--- config.mk ---
export PLATFORM = sky130hd
export DESIGN_NAME = ipl_arbiter
export DESIGN_NICKNAME = d
export VERILOG_FILES = /design/src/rtl/ipl_pkg.sv /design/src/rtl/ipl_range_enc.sv /design/src/rtl/ipl_ctrl_regs.sv /design/src/rtl/ipl_arbiter.sv
export SDC_FILE = /design/constraint.sdc
export NUM_CORES = 1
export LEC_CHECK = 0
export ABC_CLOCK_PERIOD_IN_PS = 5100
export BUFFER_PORTS_ARGS = -buffer_cell sky130_fd_sc_hd__buf_2
export CAP_MARGIN = 20
export CORE_ASPECT_RATIO = 1.25
export CORE_MARGIN = 1
export CORE_UTILIZATION = 40
export CTS_CLUSTER_DIAMETER = 100
export DETAILED_ROUTE_END_ITERATION = 16
export PLACE_DENSITY = 0.74
export SLEW_MARGIN = 25
export SYNTH_ARGS = -nofsm -noshare
export SYNTH_HDL_FRONTEND = slang
export SYNTH_SLANG_ARGS = --single-unit
--- constraint.sdc ---
create_clock -name clk -period 5.1 [get_ports clk]
set_clock_uncertainty 0.1 [all_clocks]
set_input_delay 0.255 -clock clk [delete_from_list [all_inputs] [get_ports clk]]
set_output_delay 0.255 -clock clk [all_outputs]
set_load 0.005 [all_outputs]
--- src/rtl/ipl_pkg.sv ---
package ipl_pkg;

    localparam int SUM_W   = 32;
    localparam int WR_W    = 8;
    localparam int ASYNC_W = 4;
    localparam int SW_LO   = 4;
    localparam int SW_HI   = 18;
    localparam int EXT_LO  = 20;
    localparam int EXT_HI  = 30;
    localparam int SW_BASE = 1;

    // Bits lo..hi set, all others clear.
    function automatic logic [SUM_W-1:0] range_mask(input int lo, input int hi);
        logic [SUM_W-1:0] m;
        m = '0;
        for (int i = 0; i < SUM_W; i++) begin
            if (i >= lo && i <= hi) m[i] = 1'b1;
        end
        return m;
    endfunction

    typedef struct packed {
        logic             take;
        logic             err;
        logic [4:0]       lvl;
        logic [SUM_W-1:0] sum;
    } verdict_t;

endpackage

--- src/rtl/ipl_range_enc.sv ---
module ipl_range_enc #(
    parameter int SUM_W = 32,
    parameter int LVL_W = 5,
    parameter int LO    = 4,
    parameter int HI    = 18,
    parameter int BASE  = 1
) (
    input  logic [SUM_W-1:0] req,
    output logic             hit,
    output logic [LVL_W-1:0] lvl,
    output logic [SUM_W-1:0] sum
);

    localparam logic [SUM_W-1:0] KEEP = ipl_pkg::range_mask(LO, HI);

    logic unused_req;
    assign unused_req = ^(req & ~KEEP);

    always_comb begin
        hit = 1'b0;
        lvl = '0;
        sum = '0;
        for (int i = LO; i <= HI; i++) begin
            if (req[i]) begin
                hit    = 1'b1;
                lvl    = LVL_W'(i - LO + BASE);
                sum[i] = 1'b1;
            end
        end
    end

endmodule

--- src/rtl/ipl_ctrl_regs.sv ---
module ipl_ctrl_regs #(
    parameter int SUM_W = 32,
    parameter int LVL_W = 5,
    parameter int SW_LO = 4,
    parameter int SW_HI = 18
) (
    input  logic             clk,
    input  logic             rst,
    input  logic             sw_wr_en,
    input  logic [SUM_W-1:0] sw_wr_data,
    input  logic             lvl_wr_en,
    input  logic [LVL_W-1:0] lvl_wr_lo,
    input  logic             check_req,
    output logic [SUM_W-1:0] sw_req_q,
    output logic [LVL_W-1:0] cur_lvl,
    output logic             eval_now
);

    localparam logic [SUM_W-1:0] SW_KEEP = ipl_pkg::range_mask(SW_LO, SW_HI);

    always_ff @(posedge clk) begin
        if (rst) begin
            sw_req_q <= '0;
            cur_lvl  <= '0;
            eval_now <= 1'b0;
        end else begin
            if (sw_wr_en)  sw_req_q <= sw_wr_data & SW_KEEP;
            if (lvl_wr_en) cur_lvl  <= lvl_wr_lo;
            // flag drops as the evaluation starts; requests during it are dropped
            eval_now <= eval_now ? 1'b0 : check_req;
        end
    end

endmodule

--- src/rtl/ipl_arbiter.sv ---
module ipl_arbiter #(
    parameter int SUM_W   = ipl_pkg::SUM_W,
    parameter int WR_W    = ipl_pkg::WR_W,
    parameter int ASYNC_W = ipl_pkg::ASYNC_W,
    parameter int SW_LO   = ipl_pkg::SW_LO,
    parameter int SW_HI   = ipl_pkg::SW_HI,
    parameter int EXT_LO  = ipl_pkg::EXT_LO,
    parameter int EXT_HI  = ipl_pkg::EXT_HI,
    localparam int LVL_W  = $clog2(SUM_W)
) (
    input  logic               clk,
    input  logic               rst,
    input  logic               sw_wr_en,
    input  logic [SUM_W-1:0]   sw_wr_data,
    input  logic               lvl_wr_en,
    input  logic [WR_W-1:0]    lvl_wr_data,
    input  logic [SUM_W-1:0]   ext_irq,
    input  logic [ASYNC_W-1:0] async_req,
    input  logic               check_req,
    output logic               take_irq,
    output logic               async_err,
    output logic [SUM_W-1:0]   isr_q,
    output logic [LVL_W-1:0]   intid_q,
    output logic [SUM_W-1:0]   sw_req_q,
    output logic [LVL_W-1:0]   cur_lvl
);

    logic             eval_now;
    logic             sw_hit, ext_hit;
    logic [LVL_W-1:0] sw_lvl, ext_lvl, win_lvl;
    logic [SUM_W-1:0] sw_sum, ext_sum, all_sum;
    logic             lvl_unused;

    assign lvl_unused = ^lvl_wr_data[WR_W-1:LVL_W];

    ipl_ctrl_regs #(.SUM_W(SUM_W), .LVL_W(LVL_W), .SW_LO(SW_LO), .SW_HI(SW_HI)) regs_i (
        .clk       (clk),
        .rst       (rst),
        .sw_wr_en  (sw_wr_en),
        .sw_wr_data(sw_wr_data),
        .lvl_wr_en (lvl_wr_en),
        .lvl_wr_lo (lvl_wr_data[LVL_W-1:0]),
        .check_req (check_req),
        .sw_req_q  (sw_req_q),
        .cur_lvl   (cur_lvl),
        .eval_now  (eval_now)
    );

    ipl_range_enc #(.SUM_W(SUM_W), .LVL_W(LVL_W), .LO(SW_LO), .HI(SW_HI),
                    .BASE(ipl_pkg::SW_BASE)) sw_enc_i (
        .req(sw_req_q), .hit(sw_hit), .lvl(sw_lvl), .sum(sw_sum)
    );

    ipl_range_enc #(.SUM_W(SUM_W), .LVL_W(LVL_W), .LO(EXT_LO), .HI(EXT_HI),
                    .BASE(EXT_LO)) ext_enc_i (
        .req(ext_irq), .hit(ext_hit), .lvl(ext_lvl), .sum(ext_sum)
    );

    ipl_pkg::verdict_t verdict;

    always_comb begin
        win_lvl      = ext_hit ? ext_lvl : (sw_hit ? sw_lvl : '0);
        all_sum      = sw_sum | ext_sum;
        verdict.take = eval_now && (win_lvl != '0) && (win_lvl > cur_lvl);
        verdict.err  = eval_now && (async_req != '0);
        verdict.lvl  = win_lvl;
        verdict.sum  = all_sum;
    end

    always_ff @(posedge clk) begin
        if (rst) begin
            take_irq  <= 1'b0;
            async_err <= 1'b0;
            isr_q     <= '0;
            intid_q   <= '0;
        end else begin
            take_irq  <= verdict.take;
            async_err <= verdict.err;
            if (verdict.take) begin
                isr_q   <= verdict.sum;
                intid_q <= verdict.lvl;
            end
        end
    end

endmodule

## Yosys cells after proc, flatten, opt, wreduce, memory -nomap -nowiden

Cells that the tools add are included.

- Reductions and logical operators: 6
- Order comparisons: 1
- Mux-type cells: 78
- Bitwise operators: 1

Operators with widths:

| kind | count |
|---|---|
| 2-to-1 mux 5 bit | 13 |
| 2-to-1 mux 1 bit | 51 |
| 2-to-1 mux 4 bit | 8 |
| bitwise OR 19 x 31 -> 31 bit | 1 |
| 2-to-1 mux 3 bit | 4 |
| > comparator 5 bit | 1 |
| nonzero test 5 bit | 1 |
| 2-to-1 mux 2 bit | 2 |
| nonzero test 4 bit | 1 |
| logical AND 1 bit | 3 |
| OR reduction 2 bit | 1 |

- Word-level logic and storage cells: 93
- Output and inout bits: 76
- Bits in registers: 60
- Input bits: 81

## Logic depth before layout (Yosys ltp)

- Depth after elaboration: 20
- Depth in mapped cells: 12
- Depth with buffers taken out: 10

## Cells and area by module

Synthesis repeated with hierarchy kept, for this count alone.

- Cells, all modules: 404
- Area, all modules: 3512.1 µm²

Modules (own cells, without submodules):

| module | times used | cells each | area an instance (µm²) | seq. area each (µm²) |
|---|---|---|---|---|
| ipl_arbiter | 1 | 203 | 1863.0 | 780.7 |
| ipl_ctrl_regs | 1 | 85 | 878.3 | 420.4 |
| ipl_range_enc (sw_enc_i) | 1 | 63 | 411.6 | 0.0 |
| ipl_range_enc (ext_enc_i) | 1 | 53 | 359.1 | 0.0 |

## Least setup slack after synthesis

OpenSTA, ideal clock, no wires.

- Kind: flip-flop to flip-flop
- From: register regs_i.sw_req_q[11]
- To: register intid_q[4]
- Library setup time: 91 ps
- Arrival: 2469 ps
- Cell stages (with the launch flop): 12
- Required time: 4909 ps
- Path buffers: 1
- Slack: 2440 ps
- Period minus slack after synthesis: 2660 ps
- Path through: dfxtp_1 > or3b_2 > a311oi_1 > a31oi_1 > a21oi_1 > ha_1 > nand3_1 > o21a_1 > o21a_1 > buf_1 > a21oi_1 > a311oi_1

- Word-level cells in the longest chain between the ends: 13
- Elaborated cells between the ends (all ways): 22
- Those cells by class: order compare (1); mux (18); reduce/logical (3)

RTL lines:

| element | RTL line | text |
|---|---|---|
| from (decl) | ipl_ctrl_regs.sv:14 | `output logic [SUM_W-1:0] sw_req_q,` |
| from (signal assigned) | ipl_ctrl_regs.sv:27 | `if (sw_wr_en) sw_req_q <= sw_wr_data & SW_KEEP;` |
| 2-to-1 mux 4 bit or 2-to-1 mux 1 bit (tied branches) (8 in series) | ipl_range_enc.sv:24 | `if (req[i]) begin` |
| 2-to-1 mux 5 bit * (2 in series) | ipl_arbiter.sv:62 | `win_lvl = ext_hit ? ext_lvl : (sw_hit ? sw_lvl : '0);` |
| parallel branches: the longest is 2 deep, another holds > comparator 5 bit | n/a |  |
| logical AND 1 bit * | ipl_arbiter.sv:64 | `verdict.take = eval_now && (win_lvl != '0) && (win_lvl > cur_lvl);` |
| to (signal assigned) | ipl_arbiter.sv:81 | `intid_q <= verdict.lvl;` |
| to (decl) | ipl_arbiter.sv:23 | `output logic [LVL_W-1:0] intid_q,` |

Every way passes the cells marked *.
A chain may end at the register's enable or synchronous reset.

## Worst setup path in the final report

Same ends and word-level chain as after synthesis.

==> results.sh <==
export IMPL_synth_common_cells="54 x dfxtp_1, 39 x buf_4, 35 x a21oi_1"
export IMPL_p_sw_share_pct=26.8
export IMPL_crit_path_start="regs_i.sw_req_q[11]"
export IMPL_drt_wirelength_per_cell_um=13.8
export IMPL_cts_root_buf="clkbuf_8"
export IMPL_busiest_layer="met2"
export IMPL_antenna_left=0
export IMPL_ys_seq_area_share_pct=39.3
export IMPL_nNetsFinal=468
export IMPL_drive_gt1_share_pct=28.9
export IMPL_synth_top_cell_area_share_pct=39.3
export IMPL_synth_seq_cells=54
export IMPL_clk_latency_ns=0.30
export IMPL_switching_power_mw=0.221
export IMPL_reg2reg_from="regs_i.sw_req_q[11]"
export IMPL_clock_path_buffers=2
export IMPL_holdBufCountCts=0
export IMPL_crit_slowest_cell="o21a_2"
export IMPL_post_synth_top_count_cell="dfxtp_1"
export IMPL_gr_usage_met1_pct=19.6
export IMPL_synth_edf_count=0
export IMPL_final_area_sq_mm=0.00309
export IMPL_critical_path_class="flip-flop to flip-flop"
export IMPL_cp_required_ns=5.21
export IMPL_setup_tns_ns=0
export IMPL_hold_depth=3
export IMPL_p_per_area_mw_per_mm2=267
export IMPL_drt_iter0_markers=180
export IMPL_leakage_nw=1.42
export IMPL_drv_cap=0
export IMPL_min_period_ns=3.18
export IMPL_critPathMaxStageDelay_ns=0.55
export IMPL_placement_cell_area_sq_mm=0.00301
export IMPL_first_pass_iters=4
export IMPL_multi_input_area_sq_mm=0.00133
export IMPL_cts_htree_levels=2
export IMPL_drcViolationCount=0
export IMPL_grt_pass1_vias=2130
export IMPL_num_io_pins=157
export IMPL_syn2layout_area_growth_pct=12.4
export IMPL_cts_setup_buffers=0
export IMPL_rsz0062_at_grt="no"
export IMPL_yosysWarnings=0
export IMPL_arrival_ns=3.29
export IMPL_fin_cells=468
export IMPL_path_max_fanout=31
export IMPL_pwr_share_comb_pct=15.4
export IMPL_die_width_um=76.2
export IMPL_ctsResizeCount=0
export IMPL_grt_use_total_pct=17.4
export IMPL_tightest_slew_ns=0.925
export IMPL_timing_slew_headroom_pct=38.4
export IMPL_synth_cells=321
export IMPL_max_clock_freq_ghz=0.315
export IMPL_seq_area_sq_mm=0.00108
export IMPL_finalSetupViolations=0
export IMPL_hpwlAfterDp_um=4500
export IMPL_core_rowCount=33
export IMPL_status="finished, final reports clean"
export IMPL_hold_path_class="input port to flip-flop"
export IMPL_synth_area_sq_mm=0.00275
export IMPL_vias=2409
export IMPL_reg2reg_depth=10
export IMPL_grt_use_met3_pct=3.77
export IMPL_min_from="lvl_wr_data[0]"
export IMPL_diodes=0
export IMPL_maxSlewViolCount=0
export IMPL_totalWireLength_um=6470
export IMPL_clk_pin_slew_ns=0.09
export IMPL_antenna_found_initial=0
export IMPL_placedCellCount=462
export IMPL_grt_max_degree=53
export IMPL_start_util_pct=41.6
export IMPL_cts_tree="built"
export IMPL_power_share_clock_pct=28.7
export IMPL_finalPower_mw=0.825
export IMPL_pre_cts_slack_ns=1.42
export IMPL_grtUsageMet2_pct=32.7
export IMPL_p_int_mw=0.604
export IMPL_cts_buffers=5
export IMPL_end_kind="flip-flop"
export IMPL_grt_overflow_total=0
export IMPL_worst_slack_ns=1.92
export IMPL_cp_start_kind="flip-flop"
export IMPL_dieArea_sq_mm=0.00721
export IMPL_hold_path_end="regs_i.cur_lvl[0]"
export IMPL_finalCritPeriodShare_pct=62.3
export IMPL_path_cells="or3b_2, a311oi_1, a31oi_1, a21oi_1, ha_1, nand3_1, o21a_1, o21a_2, a21oi_1, a311oi_1"
export IMPL_ys_types=46
export IMPL_fp_dieH_um=94.7
export IMPL_synth_area_leader_cell="dfxtp_1"
export IMPL_coreArea_sq_mm=0.00661
export IMPL_synth_main_ff_cell="dfxtp_1"
export IMPL_n_fill_cell=697
export IMPL_sequentialPowerShare_pct=55.9
export IMPL_ir_worst_vdd_v=0.000122
export IMPL_routabilityCongestion=0.735
export IMPL_io_buffers=92
export IMPL_hold_viol=0
export IMPL_cts_sinks=54
export IMPL_avgSynthCellArea_sq_um=8.57
export IMPL_synth_area_leaders="dfxtp_1 39%, buf_4 11%, mux2i_1 7.3%"
export IMPL_grt_pass1_wl_um=10000
export IMPL_async_reset_ff_share_pct=0
export IMPL_via_per_inst=5.15
export IMPL_reg2reg_to="intid_q[4]"
export IMPL_reg2reg_slack_ns=1.92
[worst max path at each step]
stage / end / slack [ns] / cells after the start
floorplan: intid_q[4] / 2.44 / 11
global placement: isr_q[22] / 1.54 / 11
detailed placement: intid_q[4] / 1.42 / 11
CTS: intid_q[4] / 1.62 / 10
global route: isr_q[8] / 1.76 / 10
finish: intid_q[4] / 1.92 / 10
[cells in the final DEF, fill, tap and decap left out, types with 5 or more instances in the layout]
master	synthesis	layout
buf_2	2	92
dfxtp_1	54	54
a21oi_1	35	35
nor2_1	31	31
nand3_1	27	27
o21ai_0	25	24
conb_1	1	23
mux2i_1	20	20
inv_1	7	7
nor3_1	6	6
clkbuf_8	0	6
ha_1	5	5
[layout make-up]
| class | instances | share of cell area [%] |
|---|---|---|
| clock buffer | 6 | 2.67 |
| inverter | 8 | 0.972 |
| multi-input combinational | 221 | 43.0 |
| sequential | 54 | 35.0 |
| tap | 87 | 3.52 |
| timing repair buffer | 92 | 14.9 |
[flip-flops by register name (all words and copies together) (netlist names)]
| register | flops |
|---|---|
| intid_q | 5 |
| async_err | 1 |
| regs_i.cur_lvl | 5 |
| regs_i.eval_now | 1 |
| regs_i.sw_req_q | 15 |
| isr_q | 26 |
| take_irq | 1 |
[stage by stage]
step	hold slack, ns	utilization [%]
2_1_floorplan	0.302	-
3_5_place_dp	0.365	45.5
6_report	0.0800	46.8
3_3_place_gp	0.359	45.4
4_1_cts	0.0809	46.8
5_1_grt	0.0780	46.8
[critical path: cells and delay by family (launching register included)]
kind,cells,cell delay [ns]
simple gates,2,0.55
fa+ha+maj,1,0.26
compound gates,7,1.71
flops,1,0.47
[power groups by stage]
| stage | registers, mW | clock network (mW) | logic, mW |
|---|---|---|---|
| after global placement | 0.470 | 0 | 0.124 |
| after floorplan | 0.467 | 0 | 0.0985 |
| after detailed placement | 0.471 | 0 | 0.127 |
| final | 0.461 | 0.237 | 0.127 |
| after global routing | 0.464 | 0.261 | 0.143 |
| after CTS | 0.461 | 0.244 | 0.128 |
[cells by family after synthesis]
group	share of synthesized area, %
fa+ha+maj	2.27
compound gates	17.7
buf+inv	15.9
mux	7.28
flops	39.3
other cells	0.136
simple gates	17.4
[routing by layer]
metal  part of all wire [%]  vias up
li1                       -     1181
met3                    5.3        7
met4                    1.5        0
met1                     43     1137
met5                      0        -
met2                     51       84
Power figures use the tool's default switching activity.
